[config.mk]
export PLATFORM = sky130hd
export DESIGN_NAME = bcd_rtc
export DESIGN_NICKNAME = d
export VERILOG_FILES = /design/src/rtl/rtc_pkg.sv /design/src/rtl/rtc_prescaler.sv /design/src/rtl/rtc_chain.sv /design/src/rtl/rtc_irq.sv /design/src/rtl/bcd_rtc.sv
export SDC_FILE = /design/constraint.sdc
export NUM_CORES = 1
export LEC_CHECK = 0
export BUFFER_PORTS_ARGS = -buffer_cell sky130_fd_sc_hd__buf_2
export CAP_MARGIN = 5
export CORE_UTILIZATION = 52
export CTS_BUF_LIST = sky130_fd_sc_hd__clkbuf_8 sky130_fd_sc_hd__clkbuf_16
export DETAILED_ROUTE_END_ITERATION = 8
export GPL_TIMING_DRIVEN = 0
export PLACE_DENSITY = 0.69
export SYNTH_ARGS = -nofsm -noshare
export SYNTH_HDL_FRONTEND = slang
export SYNTH_SLANG_ARGS = --single-unit
[constraint.sdc]
create_clock -name clk -period 5.9 [get_ports clk]
set_clock_uncertainty 0.05 [all_clocks]
set_input_delay 0.59 -clock clk [delete_from_list [all_inputs] [get_ports clk]]
set_output_delay 0.59 -clock clk [all_outputs]
set_load 0.005 [all_outputs]
[src/rtl/rtc_pkg.sv]
package rtc_pkg;

    typedef enum logic [2:0] {
        RA_SEC  = 3'd0,
        RA_MIN  = 3'd1,
        RA_HOUR = 3'd2,
        RA_DAY  = 3'd3,
        RA_WDAY = 3'd4,
        RA_MON  = 3'd5,
        RA_YEAR = 3'd6,
        RA_CTRL = 3'd7
    } reg_addr_e;

    typedef enum logic [1:0] {
        IRQ_FAST = 2'd0,
        IRQ_SEC  = 2'd1,
        IRQ_MIN  = 2'd2,
        IRQ_HOUR = 2'd3
    } irq_rate_e;

    typedef struct packed {
        logic [7:0] sec;
        logic [7:0] min;
        logic [7:0] hour;
        logic [7:0] day;
        logic [7:0] wday;
        logic [7:0] mon;
        logic [7:0] year;
    } tod_t;

    typedef struct packed {
        logic      irq_en;
        irq_rate_e rate;
        logic      h12;
    } ctrl_t;

    // Packed BCD increment of a two-digit value.
    function automatic logic [7:0] bcd_inc(input logic [7:0] v);
        if (v[3:0] == 4'd9) return {v[7:4] + 4'd1, 4'd0};
        return {v[7:4], v[3:0] + 4'd1};
    endfunction

    // Two-digit BCD year divisible by four.
    function automatic logic is_leap(input logic [7:0] y);
        if (y[4]) return (y[3:0] == 4'd2) || (y[3:0] == 4'd6);
        return (y[3:0] == 4'd0) || (y[3:0] == 4'd4) || (y[3:0] == 4'd8);
    endfunction

    function automatic logic [7:0] month_len(input logic [7:0] m, input logic [7:0] y);
        case (m)
            8'h02:                      return is_leap(y) ? 8'h29 : 8'h28;
            8'h04, 8'h06, 8'h09, 8'h11: return 8'h30;
            default:                    return 8'h31;
        endcase
    endfunction

endpackage

[src/rtl/rtc_prescaler.sv]
module rtc_prescaler #(
    parameter int PRE_W = 15
) (
    input  logic clk,
    input  logic rst_n,
    input  logic restart,
    output logic sec_tick,
    output logic fast_tick
);
    localparam int SUB_W = PRE_W - 6;

    logic [PRE_W-1:0] cnt_d, cnt_q;

    always_comb begin
        cnt_d = restart ? '0 : cnt_q + 1'b1;
    end

    always_ff @(posedge clk or negedge rst_n) begin
        if (!rst_n) cnt_q <= '0;
        else        cnt_q <= cnt_d;
    end

    assign sec_tick  = &cnt_q;
    assign fast_tick = &cnt_q[SUB_W-1:0];
endmodule

[src/rtl/rtc_chain.sv]
module rtc_chain
    import rtc_pkg::*;
(
    input  logic       clk,
    input  logic       rst_n,
    input  logic       sec_tick,
    input  logic       adjust,
    input  logic       h12,
    input  logic       wr_en,
    input  logic [2:0] wr_addr,
    input  logic [7:0] wr_data,
    output tod_t       tod,
    output logic       sec_evt,
    output logic       min_evt,
    output logic       hour_evt
);
    localparam tod_t TOD_RST = '{sec: 8'h00, min: 8'h00, hour: 8'h00, day: 8'h01,
                                 wday: 8'h00, mon: 8'h01, year: 8'h00};

    tod_t t_d, t_q;
    logic min_step, hour_step, day_step, mon_step, host_wr;
    logic [7:0] hr_inc;

    assign host_wr = wr_en && (wr_addr != RA_CTRL);
    assign hr_inc  = bcd_inc({3'b000, t_q.hour[4:0]});

    always_comb begin
        t_d       = t_q;
        sec_evt   = 1'b0;
        min_step  = 1'b0;
        hour_step = 1'b0;
        day_step  = 1'b0;
        mon_step  = 1'b0;
        if (host_wr) begin
            case (wr_addr)
                RA_SEC:  t_d.sec  = wr_data;
                RA_MIN:  t_d.min  = wr_data;
                RA_HOUR: t_d.hour = wr_data;
                RA_DAY:  t_d.day  = wr_data;
                RA_WDAY: t_d.wday = wr_data;
                RA_MON:  t_d.mon  = wr_data;
                RA_YEAR: t_d.year = wr_data;
                default: ;
            endcase
        end else begin
            if (adjust) begin
                t_d.sec  = 8'h00;
                min_step = (t_q.sec >= 8'h30);
            end else if (sec_tick) begin
                sec_evt = 1'b1;
                if (t_q.sec == 8'h59) begin
                    t_d.sec  = 8'h00;
                    min_step = 1'b1;
                end else begin
                    t_d.sec = bcd_inc(t_q.sec);
                end
            end
            if (min_step) begin
                if (t_q.min == 8'h59) begin
                    t_d.min   = 8'h00;
                    hour_step = 1'b1;
                end else begin
                    t_d.min = bcd_inc(t_q.min);
                end
            end
            if (hour_step) begin
                if (h12) begin
                    if (t_q.hour[4:0] == 5'h11) begin
                        t_d.hour = {~t_q.hour[7], 7'h12};
                        day_step = t_q.hour[7];
                    end else if (t_q.hour[4:0] == 5'h12) begin
                        t_d.hour = {t_q.hour[7], 7'h01};
                    end else begin
                        t_d.hour = {t_q.hour[7], 2'b00, hr_inc[4:0]};
                    end
                end else if (t_q.hour == 8'h23) begin
                    t_d.hour = 8'h00;
                    day_step = 1'b1;
                end else begin
                    t_d.hour = bcd_inc(t_q.hour);
                end
            end
            if (day_step) begin
                t_d.wday = (t_q.wday >= 8'h06) ? 8'h00 : t_q.wday + 8'h01;
                if (t_q.day == month_len(t_q.mon, t_q.year)) begin
                    t_d.day  = 8'h01;
                    mon_step = 1'b1;
                end else begin
                    t_d.day = bcd_inc(t_q.day);
                end
            end
            if (mon_step) begin
                if (t_q.mon == 8'h12) begin
                    t_d.mon  = 8'h01;
                    t_d.year = (t_q.year == 8'h99) ? 8'h00 : bcd_inc(t_q.year);
                end else begin
                    t_d.mon = bcd_inc(t_q.mon);
                end
            end
        end
    end

    always_ff @(posedge clk or negedge rst_n) begin
        if (!rst_n) t_q <= TOD_RST;
        else        t_q <= t_d;
    end

    assign tod      = t_q;
    assign min_evt  = min_step;
    assign hour_evt = hour_step;
endmodule

[src/rtl/rtc_irq.sv]
module rtc_irq
    import rtc_pkg::*;
(
    input  logic      clk,
    input  logic      rst_n,
    input  logic      irq_en,
    input  irq_rate_e rate,
    input  logic      fast_tick,
    input  logic      sec_evt,
    input  logic      min_evt,
    input  logic      hour_evt,
    output logic      irq_o
);
    logic irq_d, irq_q, hit;

    always_comb begin
        case (rate)
            IRQ_FAST: hit = fast_tick;
            IRQ_SEC:  hit = sec_evt;
            IRQ_MIN:  hit = min_evt;
            default:  hit = hour_evt;
        endcase
        irq_d = irq_en & hit;
    end

    always_ff @(posedge clk or negedge rst_n) begin
        if (!rst_n) irq_q <= 1'b0;
        else        irq_q <= irq_d;
    end

    assign irq_o = irq_q;
endmodule

[src/rtl/bcd_rtc.sv]
module bcd_rtc
    import rtc_pkg::*;
#(
    parameter int PRE_W = 15
) (
    input  logic       clk,
    input  logic       rst_n,
    input  logic       wr_en,
    input  logic [2:0] wr_addr,
    input  logic [7:0] wr_data,
    input  logic [2:0] rd_addr,
    output logic [7:0] rd_data,
    output logic       busy_o,
    output logic       irq_o
);
    ctrl_t ctrl_d, ctrl_q;
    tod_t  tod_w;
    logic  ctrl_wr, adjust, restart, sec_tick, fast_tick;
    logic  sec_evt, min_evt, hour_evt, irq_en_w;

    assign ctrl_wr  = wr_en && (wr_addr == RA_CTRL);
    assign adjust   = ctrl_wr && wr_data[7];
    assign restart  = (wr_en && (wr_addr != RA_CTRL)) || adjust;
    assign irq_en_w = ctrl_q.irq_en;

    always_comb begin
        ctrl_d = ctrl_q;
        if (ctrl_wr) ctrl_d = ctrl_t'(wr_data[3:0]);
    end

    always_ff @(posedge clk or negedge rst_n) begin
        if (!rst_n) ctrl_q <= '0;
        else        ctrl_q <= ctrl_d;
    end

    rtc_prescaler #(.PRE_W(PRE_W)) u_pre (
        .clk(clk), .rst_n(rst_n), .restart(restart),
        .sec_tick(sec_tick), .fast_tick(fast_tick)
    );

    rtc_chain u_chain (
        .clk(clk), .rst_n(rst_n), .sec_tick(sec_tick), .adjust(adjust),
        .h12(ctrl_q.h12), .wr_en(wr_en), .wr_addr(wr_addr), .wr_data(wr_data),
        .tod(tod_w), .sec_evt(sec_evt), .min_evt(min_evt), .hour_evt(hour_evt)
    );

    rtc_irq u_irq (
        .clk(clk), .rst_n(rst_n), .irq_en(ctrl_q.irq_en), .rate(ctrl_q.rate),
        .fast_tick(fast_tick), .sec_evt(sec_evt), .min_evt(min_evt),
        .hour_evt(hour_evt), .irq_o(irq_o)
    );

    always_comb begin
        case (rd_addr)
            RA_SEC:  rd_data = tod_w.sec;
            RA_MIN:  rd_data = tod_w.min;
            RA_HOUR: rd_data = tod_w.hour;
            RA_DAY:  rd_data = tod_w.day;
            RA_WDAY: rd_data = tod_w.wday;
            RA_MON:  rd_data = tod_w.mon;
            RA_YEAR: rd_data = tod_w.year;
            default: rd_data = {4'b0000, ctrl_q};
        endcase
    end

    assign busy_o = sec_tick;
endmodule

==> results of run 1 <==
## cell families after synthesis
family          count (synthesis)  synth area share (%)
flops                          76                  35.6
xor+xnor                        9                  1.47
buf+inv                        64                  4.62
simple gates                  241                  22.9
fa+ha+maj                      23                  5.37
compound gates                203                  25.2
mux                            22                  4.88
## power by group
part	total (mW)	leakage, nW	switching (mW)	internal, mW
Combinational	0.566	1.42	0.330	0.236
Sequential	0.814	0.953	0.177	0.637
Clock	0.442	0.105	0.206	0.236
## worst min path at each step
stage	endpoint
6_report	u_chain.tod[10]$_DFFE_PN0P_
2_1_floorplan	ctrl_q[0]$_DFFE_PN0N_
3_3_place_gp	u_pre.cnt_q[0]$_DFF_PN0_
3_5_place_dp	u_pre.cnt_q[0]$_DFF_PN0_
4_1_cts	u_chain.tod[32]$_DFFE_PN0P_
5_1_grt	u_chain.tod[1]$_DFFE_PN0P_
## per-layer routing
metal | up-vias | share of wire, % | GRT usage [%]
li1 | 2430 | - | -
met1 | 2579 | 43 | 43.6
met2 | 235 | 45 | 49.8
met3 | 54 | 8.4 | 8.27
met4 | 0 | 3.7 | 15.8
met5 | - | 0 | 0
## area by class of cell
class,instances,share of cell area [%]
Inverter,30,1.92
Tap cell,133,2.84
Timing Repair Buffer,23,2.26
Clock buffer,9,2.11
Clock inverter,6,1.53
Sequential cell,76,32.4
Buffer,34,2.30
Multi-Input combinational cell,498,54.6
## flip-flops by register name, indices dropped and copies added (netlist names)
name / count
u_pre.cnt_q: 15
irq_en_w: 1
ctrl_q: 3
u_irq.irq_o: 1
u_chain.tod: 56
## placed cells by master (no fill, tap or decap), drive strengths merged, types with 7 or more instances in the layout
cell,count
ha,23
nor2b,15
a221oi,7
nand2,64
a22oi,7
mux2i,7
o21ai,67
and3,10
nand3,32
clkbuf,38
dfrtp,74
inv,30
a21oi,37
nor2,54
mux2,13
nand4,11
nor3,10
nor3b,9
buf,28
o31ai,9
a31oi,8
==> impl_metrics.ini, run 1 <==
[clock_network]
root_buffer = clkbuf_8
cts.sinks = 76
post_cts_buffers = 0
cts_buffer_depth = 2
clock_latency_ns = 0.37
cts_htree_levels = 3
postCtsHoldBufs = 0
cts_tree = yes
cts_buffers = 9
cts_resized = 0
clk_pin_slew_ns = 0.08

[final_layout]
areaGrowthSynthToFinish_pct = 9.58
fin_cells = 809
fin_util_pct = 59.5
post-route-cell-area_um2 = 5870
register_area_um2 = 1900
n_antenna_cell = 0
drive_gt1_share_pct = 9.91
multi_input_area_um2 = 3200
nNetsFinal = 712
fill_cells = 911

[floorplanning]
fp.dieH_um = 103
core-area_um2 = 9860
die-area_um2 = 10700
io_pins = 27
num_rows = 36
die-width_um = 103
start_util_pct = 54.3

[worst_setup_path]
path_buf_inv = 4
cp_num_cells = 8
crit_type = primary input to primary output
max_stage_delay_ns = 0.46
slowest_stage = buf_1
r2r_slack_ns = 2.78
endpoint = rd_data[2]
crit_path_end_kind = primary output
r2r_end = u_chain.tod[5]$_DFFE_PN0P_
path_delay_family = buffers and inverters
rr_worst_depth = 10
arrival_ns = 2.61
cp.required_ns = 5.26
r2r_start = u_chain.tod[36]$_DFFE_PN0P_
path_max_fanout = 10
cp_cell_sequence = buf_2 -> buf_1 -> clkbuf_1 -> o21ai_0 -> a31oi_1 -> o21ai_0 -> a21oi_1 -> buf_2
startpoint_type = primary input
cp-startpoint = rd_addr[1]

[placement]
portBuffers = 22
dp.cells = 794
dp_hpwl_um = 12500
placed_cell_area_um2 = 5660
gp_congestion = 0.942
pre_cts_slack_ns = 2.46

[routing]
drc = 0
via_per_inst = 6.55
drt-pass1-iter-count = 5
antenna_left = 0
drt_iter0_drc = 481
wl_um = 16700
via_count = 5298
wl_per_cell_um = 20.6

[sta]
slew_headroom_pct = 50.3
final_hold_viol_count = 0
report.final.slew_viol_count = 0
fin_tns_setup_ns = 0
fin_hold_ws_ns = 0.137
finalCritPeriodShare_pct = 55.1
period_minus_slack_ns = 3.25
setup_viol = 0
worst_slew_pin_slew_ns = 0.735
setup_ws_ns = 2.65
rsz0062_at_grt = false
fmax_ghz = 0.308

[logic_synthesis]
seq_area_frac_synth_pct = 35.6
syn_nets = 678
ys_async_sr_fraction_pct = 100
yosysTopAreaCell = dfrtp_1
synth_common_cells = 74 x dfrtp_1, 63 x nand2_1, 63 x o21ai_0, 54 x nor2_1, 36 x a21oi_1
synth_cell_types = 76
synth_seq_cells = 76
synth.area.top_cells = dfrtp_1 35%, o21ai_0 5.9%, ha_1 5.4%
netlist_area_um2 = 5360
yosysWarnings = 0
synth.avg_cell_area_um2 = 8.40
yosysMostFrequentCell = dfrtp_1
netlist.area_leader.share_pct = 34.6
synth_flop_cell = dfrtp_1
synth_edf_count = 0
syn_inst = 638

[hold_path]
min_path_type = primary input to asynchronous set/reset pin

[status]
status = complete, no violations

[power_and_ir_drop]
p_leak_nw = 2.48
p_total_mw = 1.82
power_density_nw_per_um2 = 311
ir_worst_vdd_uv = 170

[grt]
overflow = 0
grt_usage_pct = 32.8
grt_pass1_wl_um = 25600
grt_pass1_vias = 4755
antenna_found_initial = 0
grt_max_degree = 40

[job]
max_cap_viol_count = 0
(Power assumes the default switching activity.)
==> run 2, diff against run 1 <==
PLACE_DENSITY = 0.72   (was 0.69)
clock period = 2.7 ns   (was 5.9 ns; I/O delays follow)
==> impl_metrics.ini, run 2 (same netlist as run 1, synthesis figures left out) <==
[worst_setup_path]
crit_type = flop to flop
startpoint_type = flop
cp_cell_sequence = clkbuf_1 -> a211oi_1 -> a31oi_1 -> o31ai_4 -> or3_1 -> a2111o_1 -> nand2_2 -> mux2_4
slowest_stage = a2111o_1
cp.required_ns = 2.89
arrival_ns = 3.07
path_buf_inv = 1
max_stage_delay_ns = 0.53
crit_path_end_kind = flop
path_max_fanout = 8
path_delay_family = compound AO/OA/AOI/OAI gates

[routing]
wl_per_cell_um = 21.2
drc = 0
drt-pass1-iter-count = 7
antenna_left = 0
wl_um = 17500
via_count = 5437
via_per_inst = 6.58
drt_iter0_drc = 481

[status]
violations = negative setup slack
status = finished with violations

[clock_network]
cts_buffer_depth = 2
root_buffer = clkbuf_8
clk_pin_slew_ns = 0.09
clock_latency_ns = 0.37
cts_buffers = 9
cts_htree_levels = 3
cts.sinks = 76
cts_tree = yes

[final_layout]
nNetsFinal = 728
post-route-cell-area_um2 = 6290
largest_reg_flops = 56
mostFrequentLayoutCells = 72 x dfrtp_1, 62 x nand2_1, 58 x o21ai_0, 54 x nor2_1
n_antenna_cell = 0
areaGrowthSynthToFinish_pct = 17.4
final_common_cell = dfrtp_1
drive_gt1_share_pct = 19.5

[floorplanning]
core-area_um2 = 9860
die-area_um2 = 10700
fp.dieH_um = 103
die-width_um = 103
io_pins = 27
start_util_pct = 54.3
num_rows = 36

[placement]
pre_cts_slack_ns = -0.486
gp_congestion = 0.994
portBuffers = 22
placed_cell_area_um2 = 5680
dp_hpwl_um = 12600

[grt]
overflow = 0
grt_pass1_vias = 4946
antenna_found_initial = 0
grt_usage_pct = 33.6
grt_pass1_wl_um = 26400
grt_max_degree = 46

[sta]
fin_hold_ws_ns = 0.0999
report.final.slew_viol_count = 0
fmax_ghz = 0.348
worst_slew_pin_slew_ns = 0.754
period_minus_slack_ns = 2.87
finalCritPeriodShare_pct = 106
final_hold_viol_count = 0
setup_ws_ns = -0.173
setup_viol = 15
slew_headroom_pct = 49.6
rsz0062_at_grt = true

[job]
max_cap_viol_count = 0

[power_and_ir_drop]
power_density_nw_per_um2 = 641
p_total_mw = 4.03
p_leak_nw = 2.64
ir_worst_vdd_uv = 397

[hold_path]
min_path_type = primary input to flop
[run 2: per-layer routing]
layer	part of all wire (%)	wire [um]	track usage [%]	up-vias
met5	0	0	0	-
met4	4.4	766	14.5	0
met3	9.2	1610	6.85	73
met2	44	7760	52.1	309
met1	42	7360	45.5	2588
li1	-	-	-	2467
[run 2: final timing paths]
| kind | from | to | slack (ns) | depth (start not counted) |
|---|---|---|---|---|
| setup reg to reg | u_chain.tod[2]$_DFFE_PN0P_ | u_chain.tod[5]$_DFFE_PN0P_ | -0.17 | 8 |
| setup / recovery | u_chain.tod[2]$_DFFE_PN0P_ | u_chain.tod[5]$_DFFE_PN0P_ | -0.17 | 8 |
| hold reg to reg | u_chain.tod[23]$_DFFE_PN0P_ | u_chain.tod[23]$_DFFE_PN0P_ | 0.50 | 2 |
| min in group asynchronous | rst_n | u_chain.tod[10]$_DFFE_PN0P_ | 0.33 | 2 |
| hold / removal | wr_data[1] | ctrl_q[1]$_DFFE_PN0N_ | 0.1 | 3 |
| max in group asynchronous | rst_n | u_chain.tod[43]$_DFFE_PN0P_ | 1.67 | 3 |
[run 2: layout make-up]
type	instances	area (um2)
Clock inverter	7	57.6
Clock buffer	9	124
Buffer	30	143
Fill cell	856	3580
Timing Repair Buffer	43	304
Inverter	30	113
Multi-Input combinational cell	498	3470
Sequential cell	76	1910
Tap cell	133	166
[run 2: timing repair]
item | CTS | global route
resized for setup | 46 | 32
buffers inserted | 10 | 9
setup endpoints to repair | 44 | 43
endpoints found under the hold margin | 29 | 0
pin swaps | 13 | 11
hold buffers | 1 | 0
cloned | 1 | 0
[run 2: power by group]
part	switching [mW]	leakage, nW	internal (mW)
clock	0.489	0.0881	0.346
sequential	0.445	0.951	1.39
combinational	0.762	1.60	0.590
total	1.70	2.64	2.33
[run 2: metrics by stage]
step	std cells	TNS [ns]	utilization, %
finish	826	-1.40	63.7
global route	826	-3.15	63.7
floorplan	638	-0.0222	-
CTS	822	-2.71	62.1
global placement	793	-6.46	57.2
detailed placement	794	-9.62	57.5
[run 2: worst register-to-register path, cell delays in order, from the launching register on]
cell and delay (ns):
dfrtp_1 0.32, clkbuf_1 0.32, a211oi_1 0.14, a31oi_1 0.31
o31ai_4 0.15, or3_1 0.47, a2111o_1 0.53, nand2_2 0.15
mux2_4 0.31
